**config.mk**
```make
export PLATFORM = sky130hd
export DESIGN_NAME = cblk_tracker
export DESIGN_NICKNAME = d
export VERILOG_FILES = /design/src/rtl/cblk_pkg.sv /design/src/rtl/cblk_state_next.sv /design/src/rtl/cblk_decode.sv /design/src/rtl/cblk_cond_eval.sv /design/src/rtl/cblk_tracker.sv
export SDC_FILE = /design/constraint.sdc
export NUM_CORES = 1
export LEC_CHECK = 0
export BUFFER_PORTS_ARGS = -buffer_cell sky130_fd_sc_hd__buf_2
export CAP_MARGIN = 20
export CORE_AREA = 5 5 42 44
export DETAILED_ROUTE_END_ITERATION = 10
export DIE_AREA = 0 0 47 49
export HOLD_SLACK_MARGIN = 0.03
export PLACE_DENSITY = 0.82
export SLEW_MARGIN = 0
export SYNTH_ARGS = -nofsm -noshare
export SYNTH_HDL_FRONTEND = slang
export SYNTH_SLANG_ARGS = --single-unit
```
**constraint.sdc**
```tcl
create_clock -name clk -period 3.3 [get_ports clk]
set_clock_uncertainty 0.2 [all_clocks]
set_input_delay 0.66 -clock clk [delete_from_list [all_inputs] [get_ports clk]]
set_output_delay 0.66 -clock clk [all_outputs]
set_load 0.01 [all_outputs]
```
**src/rtl/cblk_pkg.sv**
```systemverilog
package cblk_pkg;
  localparam int unsigned STATE_W = 8;
  localparam int unsigned COND_W  = 4;
  localparam int unsigned BASE_W  = 3;
  localparam int unsigned MASK_W  = STATE_W - BASE_W;
  localparam int unsigned TAIL_W  = MASK_W - 2;
  localparam int unsigned FLAG_W  = 4;

  localparam logic [COND_W-1:0] COND_ALWAYS = 4'b1110;

  typedef enum logic [2:0] {
    PRED_ZERO   = 3'b000,
    PRED_CARRY  = 3'b001,
    PRED_NEG    = 3'b010,
    PRED_OVF    = 3'b011,
    PRED_HIGHER = 3'b100,
    PRED_GE     = 3'b101,
    PRED_GT     = 3'b110,
    PRED_ANY    = 3'b111
  } pred_e;

  typedef struct packed {
    logic n;
    logic z;
    logic c;
    logic v;
  } flags_t;
endpackage

```
**src/rtl/cblk_state_next.sv**
```systemverilog
module cblk_state_next
  import cblk_pkg::*;
(
  input  logic [STATE_W-1:0] cur_i,
  input  logic               clr_i,
  input  logic               load_i,
  input  logic [STATE_W-1:0] load_val_i,
  input  logic               retire_i,
  output logic [STATE_W-1:0] nxt_o,
  output logic               en_o
);
  logic               tail_empty;
  logic [STATE_W-1:0] shifted;

  assign tail_empty = (cur_i[TAIL_W-1:0] == '0);
  assign shifted    = {cur_i[STATE_W-1:MASK_W], cur_i[MASK_W-2:0], 1'b0};

  always_comb begin
    en_o  = clr_i | load_i | retire_i;
    nxt_o = cur_i;
    if (clr_i) begin
      nxt_o = '0;
    end else if (load_i) begin
      nxt_o = load_val_i;
    end else if (retire_i) begin
      nxt_o = tail_empty ? '0 : shifted;
    end
  end
endmodule

```
**src/rtl/cblk_decode.sv**
```systemverilog
module cblk_decode
  import cblk_pkg::*;
(
  input  logic [STATE_W-1:0] state_i,
  output logic               in_blk_o,
  output logic               last_o,
  output logic [COND_W-1:0]  cond_o
);
  localparam logic [COND_W-1:0] LAST_PAT = {1'b1, {(COND_W-1){1'b0}}};

  logic [COND_W-1:0] low;

  assign low = state_i[COND_W-1:0];

  always_comb begin
    in_blk_o = (low != '0);
    last_o   = (low == LAST_PAT);
    cond_o   = in_blk_o ? state_i[STATE_W-1:STATE_W-COND_W] : COND_ALWAYS;
  end
endmodule

```
**src/rtl/cblk_cond_eval.sv**
```systemverilog
module cblk_cond_eval
  import cblk_pkg::*;
(
  input  logic [COND_W-1:0] cond_i,
  input  logic [FLAG_W-1:0] flags_i,
  input  logic              in_blk_i,
  output logic              exec_o
);
  flags_t f;
  pred_e  sel;
  logic   base;
  logic   invert;

  assign f   = flags_t'(flags_i);
  assign sel = pred_e'(cond_i[COND_W-1:1]);

  always_comb begin
    unique case (sel)
      PRED_ZERO:   base = f.z;
      PRED_CARRY:  base = f.c;
      PRED_NEG:    base = f.n;
      PRED_OVF:    base = f.v;
      PRED_HIGHER: base = f.c & ~f.z;
      PRED_GE:     base = ~(f.n ^ f.v);
      PRED_GT:     base = ~f.z & ~(f.n ^ f.v);
      default:     base = 1'b1;
    endcase
    invert = cond_i[0] & (sel != PRED_ANY);
    exec_o = ~in_blk_i | (base ^ invert);
  end
endmodule

```
**src/rtl/cblk_tracker.sv**
```systemverilog
module cblk_tracker
  import cblk_pkg::*;
(
  input  logic               clk,
  input  logic               rst_n,
  input  logic               clr_i,
  input  logic               load_i,
  input  logic [STATE_W-1:0] load_val_i,
  input  logic               retire_i,
  input  logic [FLAG_W-1:0]  flags_i,
  output logic [STATE_W-1:0] state_o,
  output logic               in_blk_o,
  output logic               last_o,
  output logic [COND_W-1:0]  cond_o,
  output logic               exec_o
);
  logic [STATE_W-1:0] state_q;
  logic [STATE_W-1:0] state_d;
  logic               state_en;

  cblk_state_next u_next (
    .cur_i      (state_q),
    .clr_i      (clr_i),
    .load_i     (load_i),
    .load_val_i (load_val_i),
    .retire_i   (retire_i),
    .nxt_o      (state_d),
    .en_o       (state_en)
  );

  always_ff @(posedge clk or negedge rst_n) begin
    if (!rst_n) begin
      state_q <= '0;
    end else if (state_en) begin
      state_q <= state_d;
    end
  end

  cblk_decode u_dec (
    .state_i  (state_q),
    .in_blk_o (in_blk_o),
    .last_o   (last_o),
    .cond_o   (cond_o)
  );

  cblk_cond_eval u_eval (
    .cond_i   (cond_o),
    .flags_i  (flags_i),
    .in_blk_i (in_blk_o),
    .exec_o   (exec_o)
  );

  assign state_o = state_q;
endmodule

```
==> run metrics, run 1 <==
Avg WL per Cell 12.6 um; register area 200 um^2; Initial Utilization 40.3%; Post-DRT Antenna Nets 0; pin count of the biggest net entering global routing 16; post-CTS sizing 0; post-synth top area share 35.5%; Mapped Cells 68; Final Hold Fails 0; grt ovf 0; Cells after DPL 112; FF+latch count, synth 8; WHS Path Cells 3; max reg flops 8; Final nets 119; FFs w/ async S/R, synth 100%; fillers 148; Synth area leaders dfrtp_1 35%, a21oi_1 8.9%, mux2i_1 8.9%; share of layout cells above drive strength 1 41.0%; fmax 349 MHz; Worst R2R Path Depth 4; CP max-delay cell dfrtp_1; Pleak 0.394 nW; top cell family by delay on the critical path simple AND/OR/NAND/NOR gates; max-slew violation count 0; Syn-to-layout area delta 35.5%; worst min-delay path category input pin to flip-flop; Hold WS 0.444 ns; final instance area 764 um^2; # H-tree levels 1; non-filler cells, final 116; multi-input logic area 342 um^2; DRT Wirelength 1460 um; Worst setup EP type output port; TritonCTS clock tree done; Slew @ Worst Pin 0.292 ns; clock root cell clkbuf_4; DRT Pass-1 Iters 5; VDD IR max 0.246 mV; Ys Warns 0; minimum clock period 2.86 ns; global-route wire length before repair 2370 um; Max clock buf depth 2; 1st-iter DRT viols 7; worst setup margin 0.436 ns; Die X-Extent 47 um; Core ar. 0.00140 mm^2; Crit Path Category flip-flop to output port; Netlist cell types 24; Buf+Inv Stages, Crit Path 2; Design Power 0.273 mW; vias per cell 5.36; ANT cells 0; critical path cell sequence nor4_4, buf_4, o22ai_2, o21a_1, or3_1, o211ai_2, buf_2; hpwl dp 1150 um; vias 622; crit share post-route 86.8%; RSZ-0062 raised after global routing no; CP max stage delay 0.44 ns; Skew-Pair Late Insertion Delay 0.25 ns; IO buf count 31; status complete, no violations; die footprint 0.00230 mm^2; peak fanout along the critical path 9; placer congestion estimate 0.786; end-of-flow core utilization 54.6%; Tot GR Track Use 14.1%; die height 49 um; Mean Syn Cell Area 8.30 um^2; Yosys top cell by area dfrtp_1; vias in the first global route 535; Setup-failing EPs final 0; synth cell count leaders 11 x nor2_1, 10 x a21oi_1, 8 x dfrtp_1, 5 x mux2i_1, 5 x nand2_1; number of synthesized flops with an enable pin 0; WP data arrival 2.00 ns; initial antenna violation count 0; power density over the cells 357 mW/mm^2; register area share after synthesis 35.5%; Sum Neg Setup Slack 0 ns; Slew HR 80.4%; Required @ worst endpoint 2.44 ns; pre-CTS setup slack 0.631 ns; clock transition at the registers of the reported paths 0.05 ns; Sink Count 8; Mapped Nets 85; placed instance area 732 um^2; # rows 14; Post-Syn Area 564 um^2; DRC Markers 0; CP Launch Type flip-flop; boundary pin count 32; ys flop type dfrtp_1; CTS Buf Count 3; number of stages on the worst setup path 7; max cap viols 0; most instantiated library cell after synthesis nor2_1
==> worst min-delay path, cell delays in order <==
cell	delay [ns]
buf_2	0.07
a21oi_1	0.05
nor2_1	0.07
==> worst paths after layout <==
check                                       start                      to  slack, ns
max in group asynchronous                   rst_n  state_o[6]$_DFFE_PN0P_       2.16
min in group asynchronous                   rst_n  state_o[1]$_DFFE_PN0P_       0.57
min reg2reg                state_o[5]$_DFFE_PN0P_  state_o[5]$_DFFE_PN0P_       0.48
max                        state_o[2]$_DFFE_PN0P_                  exec_o       0.44
min                                 load_val_i[3]  state_o[3]$_DFFE_PN0P_       0.44
max reg2reg                state_o[2]$_DFFE_PN0P_  state_o[6]$_DFFE_PN0P_       1.90
==> metal layers <==
layer	global-route usage (%)	part of all wire [%]	wire, um	vias up
li1	-	-	-	304
met5	0	0	0	-
met1	18.4	41	595	289
met2	21.0	49	719	27
met4	6.91	1.2	17	0
met3	3.32	9.0	132	2
==> cell usage in the layout (no fill, tap or decap) <==
cell type      count
a22o_1             1
dfrtp_1            8
mux2i_1            5
nand3b_1           3
and2_1             1
a21oi_1           10
dlygate4sd3_1      1
nor2_1            11
nand2_1            5
o211ai_2           1
nor4_4             1
nor2b_1            2
nor3_1             2
xnor2_1            1
o22ai_1            1
inv_1              2
clkbuf_4           3
or2_2              3
or3_1              2
o21ai_0            1
buf_2             31
nor3b_1            1
o22ai_2            1
buf_4              1
o21a_1             1
a32oi_1            1
==> what timing repair did <==
item	in CTS	in global routing
hold buffers	1	0
buffers inserted	0	0
setup endpoints to repair	0	0
endpoints found under the hold margin	4	0
==> area by class of cell <==
type / instances / share of cell area [%]
clock buffers: 3 / 2.95
inverters: 2 / 0.982
multi-input cells: 54 / 44.7
flip-flops and latches: 8 / 26.2
well taps: 16 / 2.62
repair buffers: 33 / 22.6
==> cell families (layout without fill, tap and decap cells) <==
family | Yosys count | in the layout | synth area share [%]
buffers and inverters | 6 | 38 | 3.99
AOI/OAI and AO/OA | 17 | 17 | 19.7
and+or+nand+nor | 31 | 31 | 30.4
DFF | 8 | 8 | 35.5
muxes | 5 | 5 | 8.87
xor gates and xnor gates | 1 | 1 | 1.55
==> where the power goes <==
part,internal (mW),leakage [nW],switching (mW)
logic,0.0422,0.273,0.0438
registers,0.103,0.107,0.00921
clock network,0.0416,0.0138,0.0327
No activity file was read; power rests on OpenSTA's default activity.
==> run 2: changes to the inputs <==
--- a/config.mk
+++ b/config.mk
@@ -5,13 +5,13 @@
 export SDC_FILE = /design/constraint.sdc
 export NUM_CORES = 1
 export LEC_CHECK = 0
-export BUFFER_PORTS_ARGS = -buffer_cell sky130_fd_sc_hd__buf_2
 export CAP_MARGIN = 20
 export CORE_AREA = 5 5 42 44
 export DETAILED_ROUTE_END_ITERATION = 10
 export DIE_AREA = 0 0 47 49
+export DONT_BUFFER_PORTS = 1
 export HOLD_SLACK_MARGIN = 0.03
-export PLACE_DENSITY = 0.82
+export PLACE_DENSITY = 0.62
 export SLEW_MARGIN = 0
 export SYNTH_ARGS = -nofsm -noshare
 export SYNTH_HDL_FRONTEND = slang
==> run metrics, run 2 (synthesized netlist as in run 1, its figures left out) <==
status complete, no violations; Post-DRT Antenna Nets 0; Crit Path Category flip-flop to output port; hpwl dp 993 um; Avg WL per Cell 15.8 um; Initial Utilization 40.3%; IO buf count 0; Switch Pwr 0.0731 mW; fillers 148; DRT Pass-1 Iters 4; Final Hold Fails 0; register share of total power 47.7%; Tot GR Track Use 12.3%; vias 479; Slew HR 69.6%; internal power 0.169 mW; Sum Neg Setup Slack 0 ns; Slew @ Worst Pin 0.452 ns; non-filler cells, final 84; critical path cell sequence nor4_4, o22ai_2, o21a_1, or3_1, o211ai_2; fmax 345 MHz; clock root cell clkbuf_4; CP Launch Type flip-flop; global routing met1 resource utilization 15.2%; CTS Buf Count 3; die height 49 um; pin count of the biggest net entering global routing 16; final instance area 602 um^2; Die X-Extent 47 um; initial antenna violation count 0; # rows 14; clock transition at the registers of the reported paths 0.05 ns; Syn-to-layout area delta 6.65%; boundary pin count 32; commonest non-fill, non-tap cell in the layout nor2_1; VDD IR max 0.339 mV; share of layout cells above drive strength 1 13.2%; commonest non-fill, non-tap cells in the layout 11 x nor2_1, 10 x a21oi_1, 8 x dfrtp_1, 5 x mux2i_1, 5 x nand2_1; Max clock buf depth 2; Switching Fraction 30.2%; die footprint 0.00230 mm^2; max cap viols 0; placer congestion estimate 0.738; Worst setup EP type output port; peak fanout along the critical path 9; vias per cell 5.70; CP max-delay cell nor4_4; Required @ worst endpoint 2.44 ns; # H-tree levels 1; power density over the cells 403 mW/mm^2; global route hottest layer met2; Final nets 87; grt ovf 0; ANT cells 0; CP max stage delay 0.51 ns; crit share post-route 87.7%; DRC Markers 0; Skew-Pair Late Insertion Delay 0.25 ns; TritonCTS clock tree done; Core ar. 0.00140 mm^2; max-slew violation count 0; Design Power 0.242 mW; Sink Count 8; post-CTS sizing 0; Pleak 0.256 nW; clock share of power 30.6%; Cells after DPL 80; global-route wire length before repair 2030 um; RSZ-0062 raised after global routing no; worst min-delay path category input pin to flip-flop; max reg flops 8; vias in the first global route 428; multi-input logic area 342 um^2; post-CTS setup buffer count 0; Setup-failing EPs final 0; WP data arrival 2.03 ns; register area 200 um^2; global routing usage on met2 18.1%; minimum clock period 2.89 ns; DRT Wirelength 1330 um; Comb power frac 21.7%; placed instance area 569 um^2; 1st-iter DRT viols 3; M3 GR Usage 4.06%
==> run 2: cell count changes in the layout (fill, tap and decap cells not counted), sizes merged <==
cell,previous run,this run
buf,32,0
==> run 2: cell type report <==
cell class                 count  area share [%]
multi-input combinational     54            56.8
sequential                     8            33.3
inverter                       2            1.25
tap                           16            3.33
timing repair buffer           1            1.66
clock buffer                   3            3.74
==> run 2: timing repair <==
item	in CTS	in global routing
hold buffers	1	0
endpoints found under the setup margin	0	0
endpoints found under the hold margin	8	0
==> run 2: routing by layer <==
layer  part of all wire [%]  up-vias
li1                       -      242
met2                     47       20
met1                     42      213
met4                    2.6        0
met5                      0        -
met3                    8.3        4
==> run 2: worst paths after layout <==
kind	startpoint	end	slack, ns	cells after the start
min	clr_i	state_o[7]$_DFFE_PN0P_	0.26	1
min in group asynchronous	rst_n	state_o[0]$_DFFE_PN0P_	0.56	1
max reg2reg	state_o[2]$_DFFE_PN0P_	state_o[7]$_DFFE_PN0P_	1.84	4
max in group asynchronous	rst_n	state_o[5]$_DFFE_PN0P_	2.08	1
max	state_o[2]$_DFFE_PN0P_	exec_o	0.41	5
min reg2reg	state_o[5]$_DFFE_PN0P_	state_o[5]$_DFFE_PN0P_	0.51	2
==> run 2: power by group through the flow <==
| stage | Clock, mW | Sequential (mW) | Combinational [mW] |
|---|---|---|---|
| 5_1_grt | 0.0835 | 0.117 | 0.0591 |
| 3_3_place_gp | 0 | 0.117 | 0.0498 |
| 2_1_floorplan | 0 | 0.114 | 0.0499 |
| 3_5_place_dp | 0 | 0.117 | 0.0506 |
| 6_report | 0.0741 | 0.116 | 0.0526 |
| 4_1_cts | 0.0768 | 0.116 | 0.0536 |
==> run 2: worst max-delay path: cells and delay by family, from the launching register on <==
family	cells	cell delay, ns
AO/OA/AOI/OAI	3	0.45
AND/OR/NAND/NOR	2	0.86
flip-flops	1	0.47
==> run 2: metrics by stage <==
step,setup WS (ns),util (%),hold WS [ns]
finish,0.405,42.9,0.264
floorplan,0.792,-,0.164
CTS,0.369,42.9,0.258
global placement,0.688,40.6,0.165
detailed placement,0.650,40.6,0.165
global route,0.258,42.9,0.252
